==> src/rtl/rxq_pkg.sv <==
package rxq_pkg;

    localparam int unsigned RXQ_DEPTH = 4;
    localparam int unsigned RXQ_WIDTH = 8;

    // Per-cycle decision handed from the controller to storage and flags
    typedef struct packed {
        logic pop;   // oldest entry leaves, the rest move forward
        logic wr;    // one slot is written after the move
        logic drop;  // a data byte was refused at a full queue
    } rxq_plan_t;

    function automatic int unsigned rxq_lvl_bits(input int unsigned depth);
        return $clog2(depth + 1);
    endfunction

endpackage

==> src/rtl/rxq_ctrl.sv <==
module rxq_ctrl
    import rxq_pkg::*;
#(
    parameter int unsigned DEPTH = RXQ_DEPTH,
    parameter int unsigned WIDTH = RXQ_WIDTH,
    localparam int unsigned LW = rxq_lvl_bits(DEPTH)
) (
    input  logic [LW-1:0]    level,
    input  logic             enabled,
    input  logic             in_valid,
    input  logic [WIDTH-1:0] in_data,
    input  logic             in_brk,
    input  logic             host_rd,
    input  logic             rcv_reset,
    output rxq_plan_t        plan,
    output logic [LW-1:0]    widx,
    output logic [WIDTH-1:0] wdata,
    output logic [LW-1:0]    level_nx
);

    localparam logic [LW-1:0] LVL_TOP  = LW'(DEPTH);
    localparam logic [LW-1:0] LVL_LAST = LW'(DEPTH - 1);
    localparam logic [LW-1:0] LVL_ONE  = LW'(1);

    logic [LW-1:0] lvl_after;

    always_comb begin
        plan      = '0;
        widx      = '0;
        wdata     = '0;
        lvl_after = level;
        if (!rcv_reset && host_rd && (level != '0)) begin
            plan.pop  = 1'b1;
            lvl_after = level - LVL_ONE;
        end
        level_nx = lvl_after;

        if (rcv_reset) begin
            level_nx = '0;
        end else if (in_brk) begin
            plan.wr = 1'b1;
            wdata   = '0;
            if (lvl_after == LVL_TOP) begin
                widx = LVL_LAST;
            end else begin
                widx     = lvl_after;
                level_nx = lvl_after + LVL_ONE;
            end
        end else if (in_valid && enabled) begin
            if (lvl_after < LVL_TOP) begin
                plan.wr  = 1'b1;
                widx     = lvl_after;
                wdata    = in_data;
                level_nx = lvl_after + LVL_ONE;
            end else begin
                plan.drop = 1'b1;
            end
        end
    end

endmodule

==> src/rtl/rxq_store.sv <==
module rxq_store
    import rxq_pkg::*;
#(
    parameter int unsigned DEPTH = RXQ_DEPTH,
    parameter int unsigned WIDTH = RXQ_WIDTH,
    localparam int unsigned LW = rxq_lvl_bits(DEPTH)
) (
    input  logic             clk,
    input  logic             rst,
    input  logic             pop,
    input  logic             wr,
    input  logic [LW-1:0]    widx,
    input  logic [WIDTH-1:0] wdata,
    output logic [WIDTH-1:0] head
);

    logic [WIDTH-1:0] slot_w [DEPTH];

    for (genvar i = 0; i < DEPTH; i++) begin : g_slot
        logic [WIDTH-1:0] q;
        logic [WIDTH-1:0] moved;
        logic [WIDTH-1:0] nx;

        if (i == DEPTH - 1) begin : g_tail
            assign moved = q;
        end else begin : g_body
            assign moved = pop ? slot_w[i+1] : q;
        end

        assign nx = (wr && (widx == LW'(i))) ? wdata : moved;

        always_ff @(posedge clk) begin
            if (rst) q <= '0;
            else     q <= nx;
        end

        assign slot_w[i] = q;
    end

    assign head = slot_w[0];

endmodule

==> src/rtl/rxq_state.sv <==
module rxq_state (
    input  logic clk,
    input  logic rst,
    input  logic en_cmd,
    input  logic dis_cmd,
    input  logic rcv_reset,
    input  logic brk_evt,
    input  logic brk_ack,
    input  logic drop,
    output logic enabled,
    output logic brk_flag,
    output logic ovr_pulse
);

    always_ff @(posedge clk) begin
        if (rst) begin
            enabled   <= 1'b0;
            brk_flag  <= 1'b0;
            ovr_pulse <= 1'b0;
        end else begin
            if (rcv_reset || dis_cmd) enabled <= 1'b0;
            else if (en_cmd)          enabled <= 1'b1;

            if (brk_evt)      brk_flag <= 1'b1;
            else if (brk_ack) brk_flag <= 1'b0;

            ovr_pulse <= drop;
        end
    end

endmodule

==> src/rtl/rx_hold_fifo.sv <==
module rx_hold_fifo
    import rxq_pkg::*;
#(
    parameter int unsigned DEPTH = RXQ_DEPTH,
    parameter int unsigned WIDTH = RXQ_WIDTH
) (
    input  logic             clk,
    input  logic             rst,
    input  logic             rx_valid,
    input  logic [WIDTH-1:0] rx_data,
    input  logic             rx_break,
    input  logic             host_rd,
    input  logic             rcv_enable,
    input  logic             rcv_disable,
    input  logic             rcv_reset,
    input  logic             brk_ack,
    output logic [WIDTH-1:0] rd_data,
    output logic             rx_ready,
    output logic             fifo_full,
    output logic             can_accept,
    output logic             brk_pending,
    output logic             overrun
);

    localparam int unsigned LW = rxq_lvl_bits(DEPTH);

    logic [LW-1:0]    level_q;
    logic [LW-1:0]    level_nx;
    logic [LW-1:0]    widx;
    logic [WIDTH-1:0] wdata;
    logic [WIDTH-1:0] head;
    logic             enabled;
    rxq_plan_t        plan;

    rxq_ctrl #(.DEPTH(DEPTH), .WIDTH(WIDTH)) u_ctrl (
        .level     (level_q),
        .enabled   (enabled),
        .in_valid  (rx_valid),
        .in_data   (rx_data),
        .in_brk    (rx_break),
        .host_rd   (host_rd),
        .rcv_reset (rcv_reset),
        .plan      (plan),
        .widx      (widx),
        .wdata     (wdata),
        .level_nx  (level_nx)
    );

    rxq_store #(.DEPTH(DEPTH), .WIDTH(WIDTH)) u_store (
        .clk   (clk),
        .rst   (rst),
        .pop   (plan.pop),
        .wr    (plan.wr),
        .widx  (widx),
        .wdata (wdata),
        .head  (head)
    );

    rxq_state u_state (
        .clk       (clk),
        .rst       (rst),
        .en_cmd    (rcv_enable),
        .dis_cmd   (rcv_disable),
        .rcv_reset (rcv_reset),
        .brk_evt   (rx_break),
        .brk_ack   (brk_ack),
        .drop      (plan.drop),
        .enabled   (enabled),
        .brk_flag  (brk_pending),
        .ovr_pulse (overrun)
    );

    always_ff @(posedge clk) begin
        if (rst) begin
            level_q <= '0;
            rd_data <= '0;
        end else begin
            level_q <= level_nx;
            if (plan.pop) rd_data <= head;
        end
    end

    assign rx_ready   = (level_q != '0);
    assign fifo_full  = (level_q == LW'(DEPTH));
    assign can_accept = enabled && !fifo_full;

endmodule

==> config.mk <==
export PLATFORM = sky130hd
export DESIGN_NAME = rx_hold_fifo
export DESIGN_NICKNAME = d
export VERILOG_FILES = /design/src/rtl/rxq_pkg.sv /design/src/rtl/rxq_ctrl.sv /design/src/rtl/rxq_store.sv /design/src/rtl/rxq_state.sv /design/src/rtl/rx_hold_fifo.sv
export SDC_FILE = /design/constraint.sdc
export NUM_CORES = 1
export LEC_CHECK = 0
export ABC_AREA = 0
export BUFFER_PORTS_ARGS = -buffer_cell sky130_fd_sc_hd__buf_2
export CORE_UTILIZATION = 40
export DETAILED_ROUTE_END_ITERATION = 6
export GPL_ROUTABILITY_DRIVEN = 0
export PLACE_DENSITY = 0.55
export SYNTH_ARGS = -nofsm -noshare
export SYNTH_HDL_FRONTEND = slang
export SYNTH_HIERARCHICAL = 1
export SYNTH_SLANG_ARGS = --single-unit
==> constraint.sdc <==
create_clock -name clk -period 8.3 [get_ports clk]
set_input_delay 1.66 -clock clk [delete_from_list [all_inputs] [get_ports clk]]
set_output_delay 1.66 -clock clk [all_outputs]
set_load 0.02 [all_outputs]
== After elaboration in Yosys (flattened, before gate mapping) ==
Cells that the tools add are included.

* Logic and storage cells: 67
* Output and inout bits: 13
* Bits of input ports: 17
* Flip-flop bits (word level): 46

* Bitwise operators: 1
* Equal/unequal tests: 5
* Add/subtract/negate cells: 2
* Reductions and logical operators: 20
* $lt $le $gt $ge: 1
* Multiplexer cells: 29

{| class="wikitable"
|+ Operator list
! cell !! number
|-
| $mux W8 || 10
|-
| $mux W3 || 10
|-
| $logic_and A1 B1 Y1 || 8
|-
| $reduce_bool A2 Y1 || 4
|-
| $mux W1 || 7
|-
| $eq A3 B2 Y1 const B || 2
|-
| $eq A3 B3 Y1 const B || 2
|-
| $mux W2 || 2
|-
| $reduce_or A2 Y1 || 2
|-
| $reduce_or A4 Y1 || 1
|-
| $add A3 B1 Y3 const B || 1
|-
| $eq A3 B1 Y1 const B || 1
|-
| $logic_not A3 Y1 || 1
|-
| $lt A3 B3 Y1 const B || 1
|-
| $reduce_bool A3 Y1 || 1
|-
| $sub A3 B1 Y3 const B || 1
|-
| $logic_not A1 Y1 || 2
|-
| $logic_or A1 B1 Y1 || 1
|-
| $not A1 Y1 || 1
|}

== Longest topological paths before layout ==
* Word-level depth: 12
* Mapped depth: 13
* Gate-level depth less buffers: 13

== By module ==
The synthesis kept the hierarchy.

{| class="wikitable"
|+ By module, submodules not included
! module !! area each (µm²) !! times used !! sequential area each (µm²) !! cells each
|-
| rxq_store || 1406.3 || 1 || 640.6 || 146
|-
| rxq_ctrl || 405.4 || 1 || 0.0 || 47
|-
| rx_hold_fifo || 385.4 || 1 || 220.2 || 35
|-
| rxq_state || 100.1 || 1 || 60.1 || 9
|}

== Least setup slack after synthesis ==
No wires, ideal clock.

* Path type: in2reg
* Start: in rcv_reset
* End: reg u_store.g_slot[0].q[5] (netlist: u_store/head[5])
* Buffers on the path: 3
* Required time: 8.161 ns
* Path slack: 4.550 ns
* Arrival: 3.612 ns
* Setup time: 0.139 ns
* Stages on the path: 11
* Cells stage by stage: buf_2 nand3b_4 mux2_4 clkinv_4 o22ai_2 nor2b_1 or4b_1 buf_2 buf_6 nor2_1 a211oi_2

* Cells in the longest elaborated chain, start to end: 12
* Elaborated cells between the ends (all ways): 24
* Those cells by class: order compare (1); eq/ne (1); mux (16); reduce/logical (6)

{| class="wikitable"
|+ RTL lines
! what !! line !! text
|-
| start: declaration || rx_hold_fifo.sv:15 || <nowiki>input logic rcv_reset,</nowiki>
|-
| $logic_not A1 Y1 || rxq_ctrl.sv:32 || <nowiki>if (!rcv_reset && host_rd && (level != '0)) begin</nowiki>
|-
| $logic_and A1 B1 Y1 (2 in series) || rxq_ctrl.sv:32 ||
|-
| $mux W3 || rxq_ctrl.sv:32 ||
|-
| $lt A3 B3 Y1 || rxq_ctrl.sv:50 || <nowiki>if (lvl_after < LVL_TOP) begin</nowiki>
|-
| $mux W3 || rxq_ctrl.sv:50 ||
|-
| $mux W3 || rxq_ctrl.sv:49 || <nowiki>end else if (in_valid && enabled) begin</nowiki>
|-
| $mux W3 || rxq_ctrl.sv:40 || <nowiki>end else if (in_brk) begin</nowiki>
|-
| $mux W3 (*) || rxq_ctrl.sv:38 || <nowiki>if (rcv_reset) begin</nowiki>
|-
| via widx[0] || rx_hold_fifo.sv:29 || <nowiki>logic [LW-1:0] widx;</nowiki>
|-
| $logic_not A3 Y1 (*) || rxq_store.sv:30 || <nowiki>assign nx = (wr && (widx == LW'(i))) ? wdata : moved;</nowiki>
|-
| $logic_and A1 B1 Y1 (*) || rxq_store.sv:30 ||
|-
| $mux W8 or $reduce_bool A2 Y1 (tied branches) || n/a ||
|-
| end signal: assignment || rxq_store.sv:34 || <nowiki>else q <= nx;</nowiki>
|-
| end: declaration || rxq_store.sv:20 || <nowiki>logic [WIDTH-1:0] q;</nowiki>
|}

Mark *: on every way through the listed nets, which the timed path passes. The rest lies on a longest branch.
A chain may end at the register's enable or synchronous reset.

== Worst setup path in the final report ==
* Start: in rcv_reset
* End: reg u_store.g_slot[0].q[6] (netlist: u_store/head[6])

Same word-level chain as after synthesis.

==> flow_metrics.py <==
metrics = {
    "global_routing": {
        "grtUsageTotal": 0.1571,
        "first_global_vias": 1424,
        "grt_max_degree": 47,
        "antenna_found_initial": 0,
        "grt_pass1_wl_mm": 7.369,
        "grt-ovfl-total": 0,
    },
    "critical_path": {
        "r2r_start": "level_q[0]",
        "critical_path_class": "primary input to flip-flop",
        "critPathMaxFanout": 16,
        "cp-end-kind": "flip-flop",
        "crit_arrival_ns": 4.08,
        "reg2reg_depth": 10,
        "cp.required_ns": 8.45,
        "r2r_setup_slack_ns": 5.40,
        "critPathLaunchType": "primary input",
        "rr_endpoint": "u_store/head[6]",
    },
    "hold_path": {
        "worstHoldStart": "u_store/g_slot[3].moved[0]",
        "hold_end": "u_store/g_slot[3].moved[0]",
        "hold_depth": 2,
        "min_path_type": "flip-flop to flip-flop",
    },
    "detailed_routing": {
        "wl_per_cell_um": 13.42,
        "drt_wl_total_mm": 4.443,
        "via_per_inst": 5.003,
        "ant_nets": 0,
        "firstDrtPassIters": 4,
        "drt-initial-drc-count": 55,
        "post-route-drc-count": 0,
        "via_count": 1656,
    },
    "yosys": {
        "synth_edf_count": 0,
        "post_synth_num_cell_types": 38,
        "synthesis.area_sq_um": 2297,
        "syn_nets": 258,
        "synth_warnings": 6,
        "synth_seq_area_share": 0.4009,
        "synth_seq_cells": 46,
        "async_flop_share": 0,
        "synth_cells": 237,
        "ys.flop_type": "dfxtp_1",
        "avgSynthCellArea_sq_um": 9.693,
    },
    "placed_design": {
        "place.port_buffers": 29,
        "dpl.cell_count": 323,
        "dp_slack_ns": 4.048,
        "dp_hpwl_mm": 2.958,
    },
    "clocking": {
        "clock_latency_ns": 0.30,
        "cts_root_buffer": "clkbuf_8",
        "cts_setup_buffers": 0,
        "htreeDepth": 2,
        "clock-sinks": 46,
        "cts_tree": "built",
        "cts.path.max_buffers": 2,
        "ctsResizeCount": 0,
        "cts_hold_buf": 0,
        "clkSlewWorstSetupHoldPaths_ns": 0.09,
        "cts_buffers": 5,
    },
    "floorplan": {
        "start_util": 0.4172,
        "pin_count": 30,
        "design.core.area_sq_um": 5507,
        "die_h_um": 77.78,
        "rows": 27,
        "die_w_um": 77.78,
        "die_area_sq_um": 6050,
    },
    "power_and_ir_drop": {
        "p_leak_nw": 0.9915,
        "ir_drop_v": 0.00006508,
        "power.density_nw_per_um2": 165.1,
        "p_comb_frac": 0.127,
        "switching_share": 0.2643,
        "pwr-share-clk": 0.324,
        "sequentialPowerShare": 0.548,
        "switching_power_mw": 0.1109,
        "p_int_mw": 0.3087,
    },
    "layout": {
        "mostFrequentLayoutCells": "46 x dfxtp_1, 36 x nor2_1, 32 x mux2i_1",
        "multiInputGateArea_sq_um": 1260,
        "fin_nets": 279,
        "layout_commonest_cell": "dfxtp_1",
        "fillerInstances": 559,
        "fin_util": 0.4615,
        "diodes": 0,
        "final_cells": 331,
        "synthToLayoutAreaGrowth_pct": 10.62,
        "drive_above_1_share": 0.2239,
        "regArea_sq_um": 920.9,
    },
    "timing": {
        "fin_tns_setup_ns": 0,
        "worst_slack_ns": 4.374,
        "max_freq_mhz": 254.7,
        "slew_headroom": 0.3779,
        "setup_viol": 0,
        "skew_ns": 0.01085,
        "maxSlewViolCount": 0,
        "hold_viol": 0,
        "fin_crit_ns": 3.926,
        "rsz0062_at_grt": "no",
        "tightest_slew_ns": 0.9332,
        "fin_crit_sh": 0.4730,
    },
    "outcome": {
        "outcome": "finished clean",
    },
    "flow_run": {
        "cap_viol_max_count": 0,
    },
}
## synthesized netlist by cell type (3+ instances only)
cell type | number | share of area
a211oi_2 | 9 | 0.049
and2_1 | 8 | 0.022
inv_1 | 5 | 0.0082
nor2b_1 | 6 | 0.016
clkbuf_1 | 6 | 0.0098
nand2_1 | 19 | 0.031
a211oi_1 | 18 | 0.059
a21oi_1 | 11 | 0.024
mux2i_1 | 32 | 0.14
dfxtp_1 | 46 | 0.40
ha_1 | 4 | 0.022
nor2_1 | 36 | 0.059
nand2b_1 | 3 | 0.0082
buf_2 | 8 | 0.017
## cell families (layout without fill, tap and decap cells)
| group | after synthesis | in the layout | synth area share |
|---|---|---|---|
| muxes | 34 | 34 | 0.1558 |
| adders and majority gates | 4 | 4 | 0.02179 |
| buffers and inverters | 23 | 45 | 0.05065 |
| and+or+nand+nor | 86 | 86 | 0.2026 |
| DFF | 46 | 46 | 0.4009 |
| xor gates and xnor gates | 1 | 1 | 0.01198 |
| AOI/OAI and AO/OA | 43 | 43 | 0.1563 |
## registers in the layout, indices dropped and copies added (netlist names)
register	flops
u_state/enabled	1
level_q	3
u_state/brk_flag	1
rd_data	8
u_store/head	8
u_store/g_slot.q	16
u_store/g_slot.moved	8
u_state/ovr_pulse	1
## power groups by stage
stage	registers [mW]	clock network [mW]	logic [mW]
after floorplan	0.235	0	0.0422
after global placement	0.235	0	0.0537
after detailed placement	0.235	0	0.0536
after CTS	0.230	0.142	0.0540
after global routing	0.231	0.151	0.0585
final	0.230	0.136	0.0534
## critical path, stage by stage
cell	delay, ns
buf_2	0.18
nand3b_2	0.26
mux2i_4	0.24
a31oi_4	0.28
o22ai_2	0.11
nor2b_1	0.18
or4b_1	0.86
nor2_1	0.24
a211oi_2	0.06
## stage by stage
stage	area (sq um)	power [mW]	hold slack [ns]
detailed placement	2455	0.2891	0.4491
finish	2541	0.4196	0.4579
CTS	2541	0.4262	0.4621
global route	2541	0.4409	0.4782
global placement	2455	0.2891	0.4448
floorplan	2297	0.2774	0.4360
## worst max path at each step
stage          startpoint                      to  slack, ns  cells past startpoint
6_report        rcv_reset         u_store/head[6]       4.37                      9
5_1_grt         rcv_reset  u_store/g_slot[1].q[4]       4.08                      8
4_1_cts         rcv_reset         u_store/head[6]       4.38                      9
3_5_place_dp    rcv_reset         u_store/head[6]       4.05                      9
3_3_place_gp    rcv_reset         u_store/head[6]       4.10                      9
2_1_floorplan   rcv_reset         u_store/head[5]       4.55                     11
## cell type report
cell class	instances	area share
clock inverters	2	0.005416
flip-flops and latches	46	0.3624
clock buffers	6	0.02856
well taps	72	0.03545
inverters	7	0.01231
multi-input cells	168	0.4958
repair buffers	30	0.06007
## metal layers
layer,vias up,share of wire,routed length (um),track usage
li1,872,-,-,-
met1,751,0.56,2486,0.2318
met2,27,0.39,1732,0.2133
met3,6,0.034,149,0.04000
met4,0,0.017,74,0.06226
met5,-,0,0,0
Note: power is estimated with default switching activity, not from simulation.
